**src/rtl/fmac_pkg.sv**
```systemverilog
package fmac_pkg;
   // first operand sources
   localparam logic [1:0] XSRC_TREG = 2'd0;
   localparam logic [1:0] XSRC_DATA = 2'd1;
   // second operand sources
   localparam logic [1:0] YSRC_PROG = 2'd0;
   localparam logic [1:0] YSRC_DATA = 2'd1;
   // code 2 and 3 of either select: upper accumulator word

   typedef struct packed {
      logic frac;
      logic rnd;
      logic sat;
   } fmac_mode_t;
endpackage

```
**src/rtl/fmac_opsel.sv**
```systemverilog
module fmac_opsel #(
   parameter int DW = 16
) (
   input  logic [1:0]  sel_i,
   input  logic [DW-1:0] prim_i,
   input  logic [DW-1:0] data_i,
   input  logic [DW-1:0] accw_i,
   input  logic        sgn_i,
   output logic [DW:0] op_o
);
   logic [DW-1:0] pick;

   always_comb begin
      unique case (sel_i)
         2'd0:    pick = prim_i;
         2'd1:    pick = data_i;
         default: pick = accw_i;
      endcase
      op_o = {sgn_i & pick[DW-1], pick};
   end
endmodule

```
**src/rtl/fmac_core.sv**
```systemverilog
module fmac_core
   import fmac_pkg::*;
#(
   parameter int DW    = 16,
   parameter int AW    = 40,
   parameter int SAT_W = 32
) (
   input  logic [DW:0]   x_i,
   input  logic [DW:0]   y_i,
   input  logic [AW-1:0] acc_i,
   input  fmac_mode_t    mode_i,
   output logic [AW-1:0] res_o,
   output logic          zero_o,
   output logic          ovf_o
);
   localparam int PW = 2 * (DW + 1);
   localparam int EW = AW + 2;
   localparam int HW = EW - SAT_W + 1;
   localparam logic [EW-1:0] RND_ADD  = EW'(1) << (DW - 1);
   localparam logic [EW-1:0] LOW_MASK = (EW'(1) << DW) - EW'(1);
   localparam logic [AW-1:0] POS_LIM  = {{(AW-SAT_W+1){1'b0}}, {(SAT_W-1){1'b1}}};
   localparam logic [AW-1:0] NEG_LIM  = {{(AW-SAT_W+1){1'b1}}, {(SAT_W-1){1'b0}}};

   logic signed [PW-1:0] prod;
   logic [EW-1:0] prod_e, acc_e, sum, rsum;
   logic [HW-1:0] hi;

   always_comb begin
      prod   = $signed(x_i) * $signed(y_i);
      prod_e = {{(EW-PW){prod[PW-1]}}, prod};
      if (mode_i.frac) prod_e = prod_e << 1;
      acc_e  = {{(EW-AW){acc_i[AW-1]}}, acc_i};
      sum    = acc_e + prod_e;
      rsum   = mode_i.rnd ? ((sum + RND_ADD) & ~LOW_MASK) : sum;
      hi     = rsum[EW-1:SAT_W-1];
      ovf_o  = !((&hi) || !(|hi));
      if (mode_i.sat && ovf_o)
         res_o = rsum[EW-1] ? NEG_LIM : POS_LIM;
      else
         res_o = rsum[AW-1:0];
      zero_o = (res_o == '0);
   end
endmodule

```
**src/rtl/fmac_unit.sv**
```systemverilog
module fmac_unit
   import fmac_pkg::*;
#(
   parameter int DW    = 16,
   parameter int AW    = 40,
   parameter int SAT_W = 32
) (
   input  logic          clk,
   input  logic          rst_n,
   input  logic          tld_i,
   input  logic [15:0]   tdin_i,
   input  logic [15:0]   data_i,
   input  logic [15:0]   prog_i,
   input  logic [39:0]   acc_i,
   input  logic [1:0]    xsel_i,
   input  logic [1:0]    ysel_i,
   input  logic          xsgn_i,
   input  logic          ysgn_i,
   input  logic          frac_i,
   input  logic          rnd_i,
   input  logic          sat_i,
   output logic [39:0]   res_o,
   output logic          zero_o,
   output logic          ovf_o
);
   localparam int NOPS = 2;

   if (DW != 16 || AW != 40) begin : g_bad_port_width
      $error("fmac_unit: port widths fixed at DW=16 AW=40");
   end
   if (SAT_W <= DW || SAT_W >= AW) begin : g_bad_sat_width
      $error("fmac_unit: SAT_W must lie between DW and AW");
   end
   if (2 * DW > AW - 8) begin : g_bad_guard
      $error("fmac_unit: accumulator needs room for the accumulator word");
   end

   logic [DW-1:0] t_q;
   logic [DW-1:0] prim [NOPS];
   logic [1:0]    sel  [NOPS];
   logic          sgn  [NOPS];
   logic [DW:0]   op   [NOPS];

   assign prim[0] = t_q;
   assign prim[1] = prog_i;
   assign sel[0]  = xsel_i;
   assign sel[1]  = ysel_i;
   assign sgn[0]  = xsgn_i;
   assign sgn[1]  = ysgn_i;

   for (genvar gi = 0; gi < NOPS; gi++) begin : g_op
      fmac_opsel #(.DW(DW)) u_sel (
         .sel_i (sel[gi]),
         .prim_i(prim[gi]),
         .data_i(data_i),
         .accw_i(acc_i[2*DW-1:DW]),
         .sgn_i (sgn[gi]),
         .op_o  (op[gi])
      );
   end

   fmac_mode_t    mode;
   logic [AW-1:0] res_d;
   logic          zero_d, ovf_d;

   assign mode = '{frac: frac_i, rnd: rnd_i, sat: sat_i};

   fmac_core #(.DW(DW), .AW(AW), .SAT_W(SAT_W)) u_core (
      .x_i   (op[0]),
      .y_i   (op[1]),
      .acc_i (acc_i),
      .mode_i(mode),
      .res_o (res_d),
      .zero_o(zero_d),
      .ovf_o (ovf_d)
   );

   always_ff @(posedge clk or negedge rst_n) begin
      if (!rst_n) begin
         t_q    <= '0;
         res_o  <= '0;
         zero_o <= 1'b1;
         ovf_o  <= 1'b0;
      end else begin
         if (tld_i) t_q <= tdin_i;
         res_o  <= res_d;
         zero_o <= zero_d;
         ovf_o  <= ovf_d;
      end
   end
endmodule

```
**config.mk**
```make
export PLATFORM = sky130hd
export DESIGN_NAME = fmac_unit
export DESIGN_NICKNAME = d
export VERILOG_FILES = /design/src/rtl/fmac_pkg.sv /design/src/rtl/fmac_opsel.sv /design/src/rtl/fmac_core.sv /design/src/rtl/fmac_unit.sv
export SDC_FILE = /design/constraint.sdc
export NUM_CORES = 1
export LEC_CHECK = 0
export BUFFER_PORTS_ARGS = -buffer_cell sky130_fd_sc_hd__buf_2
export CELL_PAD_IN_SITES_DETAIL_PLACEMENT = 0
export CELL_PAD_IN_SITES_GLOBAL_PLACEMENT = 1
export CORE_AREA = 2 2 192 194
export CTS_BUF_LIST = sky130_fd_sc_hd__clkbuf_4 sky130_fd_sc_hd__clkbuf_8
export DETAILED_ROUTE_END_ITERATION = 10
export DIE_AREA = 0 0 194 196
export MAX_ROUTING_LAYER = met4
export PLACE_DENSITY = 0.84
export SYNTH_ARGS = -nofsm -noshare
export SYNTH_HDL_FRONTEND = slang
export SYNTH_HIERARCHICAL = 1
export SYNTH_SLANG_ARGS = --single-unit
```
**constraint.sdc**
```tcl
create_clock -name clk -period 13.1 [get_ports clk]
set_clock_uncertainty 0.05 [all_clocks]
set_input_delay 0.655 -clock clk [delete_from_list [all_inputs] [get_ports clk]]
set_output_delay 0.655 -clock clk [all_outputs]
set_load 0.01 [all_outputs]
```
Word level (Yosys, flattened, before mapping)

Cells that the tools add are included.

Output and inout bits: 42
Word-level logic and storage cells: 26
Flip-flop bits (word level): 58
Input port bits: 100

$mul: 1
Reduce and logical (&&, ||, !) cells: 9
$add $sub $neg: 2
Mux-type cells: 6
Bitwise gates (word level): 2
Equality and inequality tests: 2

Operators with widths:

| operator                                        | number |
|---|---|
| 2-to-1 mux 40 bit                               | 2 |
| case mux 16 bit (2 select lines)                | 2 |
| adder 42 x 16 -> 42 bit (second input constant) | 1 |
| 2-to-1 mux 42 bit                               | 1 |
| adder 40 x 35 -> 41 bit                         | 1 |
| zero test 40 bit                                | 1 |
| multiplier 17 x 17 -> 34 bit                    | 1 |
| 2-to-1 mux 34 bit                               | 1 |
| AND reduction 11 bit                            | 1 |
| OR reduction 11 bit                             | 1 |
| == test 2 x 1 -> 1 bit (second input constant)  | 2 |
| zero test 2 bit                                 | 2 |
| AND 1 bit                                       | 2 |
| zero test 1 bit                                 | 2 |
| logical AND 1 bit                               | 1 |
| logical OR 1 bit                                | 1 |

Logic depth before layout (Yosys ltp)

Word-level depth: 15
Mapped depth: 51
Gate-level depth less buffers: 44

By module

Netlist, hierarchy kept.

Modules (own cells, without submodules):

| module     | seq. area each (um2) | area each (um2) | cells an instance | instances |
|---|---|---|---|---|
| fmac_core  | 0.0                  | 15021.9         | 1797              | 1 |
| fmac_unit  | 1452.6               | 1701.6          | 76                | 1 |
| fmac_opsel | 0.0                  | 366.6           | 56                | 2 |

Worst setup path before layout

Ideal clock, no wire load.

Path type: input -> register
Start: in xsel_i[0]
End: reg res_o[36]
Arrival: 11455 ps
Stages on the path: 45
Path slack: 1467 ps
Path buffers: 6
Setup time: 127 ps
Data required time: 12923 ps
Path through: buf_6 > buf_12 > mux2i_1 > o21ai_1 > clkbuf_1 > nand2_1 > fa_1 > fa_1 > fa_1 > fa_1 > inv_1 > fa_1 > inv_1 > fa_1 > inv_1 > ha_1 > nand2_1 > a21oi_1 > [9 not listed] > xnor2_1 > mux2i_1 > ha_1 > clkbuf_1 > and2_1 > a31o_2 > a41oi_1 > mux2_2 > a211oi_2 > nand3_1 > nor4_1 > buf_2 > nand3b_1 > a221o_1 > or4b_4 > o311ai_4 > buf_6 > mux2_1

RTL lines:

| element              | RTL line        | source |
|---|---|---|
| from (decl)          | fmac_unit.sv:15 | `input logic [1:0] xsel_i,` |
| to (signal assigned) | fmac_unit.sv:86 | `res_o <= res_d;` |
| to (decl)            | fmac_unit.sv:22 | `output logic [39:0] res_o,` |

==> qor.yml <==
status:
  outcome: "finished clean"
placed_design:
  dp_hpwl_um: 40900
  place_area_um2: 18700
  portBuffers: 141
  gp_congestion: 0.927
timing:
  hold_viol: 0
  clock.fmax_ghz: 0.0799
  rsz0062_at_grt: "false"
  fin_crit_ps: 12520
  maxSlewViolCount: 0
  worst_pin_slew_ps: 1120
  fin_crit_sh_pct: 95.6
  fin_hold_ws_ps: 412
  max-slew-margin-rel_pct: 24.5
  setup_viol: 0
global_routing:
  grt_max_degree: 59
  antenna_found_initial: 6
  track_usage_pct: 27.5
  grt_pass1_wl_um: 81100
  grt_overflow: 0
  grt_pass1_vias: 15282
clock_tree:
  insertion_delay_ps: 390
  clk_transition_reported_paths_ps: 110
  numCtsBuffers: 9
  cts_root_buffer: "clkbuf_8"
  clockBufferDepth: 2
  cts.sinks: 58
  cts_tree: "built"
  htreeDepth: 3
synth:
  synth_edf_count: 0
  yosysWarnings: 6
  synth_area_per_cell_um2: 8.79
  synth.distinct_cells: 86
  synthFlopType: "dfrtp_1"
  syn-num-nets: 2509
  ys_seq_area_share_pct: 8.32
  synth-seq-cells: 58
  synth_cells: 1985
  synth-async-reset-ratio_pct: 100
  syn_area_um2: 17500
floorplan:
  die-area_um2: 38000
  dieHeight_um: 196
  core_um2: 36100
  num_rows: 70
  die_x_um: 194
  pin_count: 142
  initial_core_util_pct: 48.4
final_layout:
  fin_nets: 2640
  fin_area_um2: 19000
  area_delta_synth_final_pct: 9.10
  mostFrequentLayoutCell: "inv_1"
  drive_above_1_share_pct: 13.1
  most-common-layout-cells: "326 x inv_1, 297 x fa_1, 240 x nand2_1, 154 x and2_1, 140 x buf_2"
  fillers: 3436
setup_path:
  r2r_end: "zero_o$_DFF_PN1_"
  rr_startpoint: "t_q[7]$_DFFE_PN0P_"
  critPathRequiredTime_ps: 13340
  start_kind: "primary input"
  cpMaxStageDelayCell: "o21ai_0"
  crit_arrival_ps: 12760
  crit_fanout: 14
  critical_path_class: "primary input to flop"
  crit_path_frequent_cell: "fa_1"
  cp-end-kind: "flop"
  cp_slowest_stage_delay_ps: 870
  reg2reg_depth: 46
  r2r_setup_slack_ps: 890
routing:
  wirelength_um: 49000
  drtIter0Drc: 767
  via_per_inst: 5.52
  drt_pass1_iterations: 6
  route.detailed.drc: 0
  num_vias: 14323
  wl_per_cell_um: 18.9
  ant_nets: 0
flow_run:
  max_cap_viol_count: 0
min_path:
  hp-class: "primary input to async pin"
-- stage by stage --
stage,setup WS [ps],TNS (ps),instances,utilization (%)
after floorplan,1470,0,1985,-
after global placement,-144,-1810,2566,51.8
after detailed placement,-368,-8360,2566,51.8
after CTS,216,0,2583,52.5
after global routing,13.6,0,2594,52.8
final,577,0,2594,52.8
-- routing by layer --
metal  GRT usage, %  wire, um  part of all wire (%)
met1           37.1     21200                    43
met2           45.2     24100                    49
met3           2.37      2750                   5.6
met4           6.99       967                   2.0
met5              -         0                     0
-- critical path, delay by kind of cell --
kind	cells	cell delay, ps
AO/OA/AOI/OAI	16	4270
XOR/XNOR	1	200
adder cells (fa/ha/maj)	8	3780
buffers and inverters	9	1540
multiplexers	2	490
AND/OR/NAND/NOR	9	1800
-- sequential cells by signal, indices dropped and copies added (netlist names) --
signal	cells
res_o	40
t_q	16
zero_o	1
ovf_o	1
-- synth_stat cells (all sizes together), types with 18 or more instances --
master	instances	share of area, %
a211oi	18	0.97
a21o	31	1.3
a21oi	83	2.5
and2	155	5.6
buf	27	1.2
clkbuf	49	1.1
dfrtp	57	8.2
fa	297	34
ha	127	9.1
inv	326	7.0
mux2	32	2.3
mux2i	40	2.3
nand2	240	5.2
nand3	31	0.92
nor2	66	1.4
nor3	25	0.75
o21ai	95	2.7
xnor2	61	3.1
xor2	25	1.3
-- cells by family (layout without fill, tap and decap cells) --
group                      count (synthesis)  after routing  synth area share, %
and+or+nand+nor                          614            614                 17.8
other                                      0              5                    0
adders and majority gates                424            424                 43.2
DFF                                       58             58                 8.32
AOI/OAI and AO/OA                        329            330                 12.6
xor gates and xnor gates                  86             86                 4.31
muxes                                     72             72                 4.57
buffers and inverters                    402            537                 9.30
-- final cells by class --
type	count	area, um2	area share (%)
multi-input combinational	1526	14400	75.8
sequential	58	1450	7.63
inverter	326	1220	6.43
timing repair buffer	195	1110	5.85
tap	468	586	3.07
clock buffer	9	124	0.650
clock inverter	7	101	0.532
antenna	5	12.5	0.0657
-- what timing repair did --
item / 4_1_cts / 5_1_grt
hold buffers: 0 / 0
gates cloned: 1 / 0
setup endpoints to repair: 2 / 41
setup buffers: 0 / 6
gates resized for setup: 0 / 8
endpoints found under the hold margin: 0 / 0
pin swaps: 1 / 1
-- worst max path at each step --
stage	cells past startpoint	from	slack, ps	endpoint
6_report	45	xsel_i[0]	580	zero_o$_DFF_PN1_
5_1_grt	47	ysel_i[0]	10	zero_o$_DFF_PN1_
4_1_cts	46	xsel_i[0]	220	res_o[1]$_DFF_PN0_
3_5_place_dp	46	xsel_i[0]	-370	res_o[1]$_DFF_PN0_
3_3_place_gp	46	xsel_i[0]	-140	res_o[4]$_DFF_PN0_
2_1_floorplan	45	xsel_i[0]	1470	res_o[36]$_DFF_PN0_
Power is left out: the tool's default activity adds up to more than one toggle a clock period on the data nets, which glitch-free logic cannot reach.
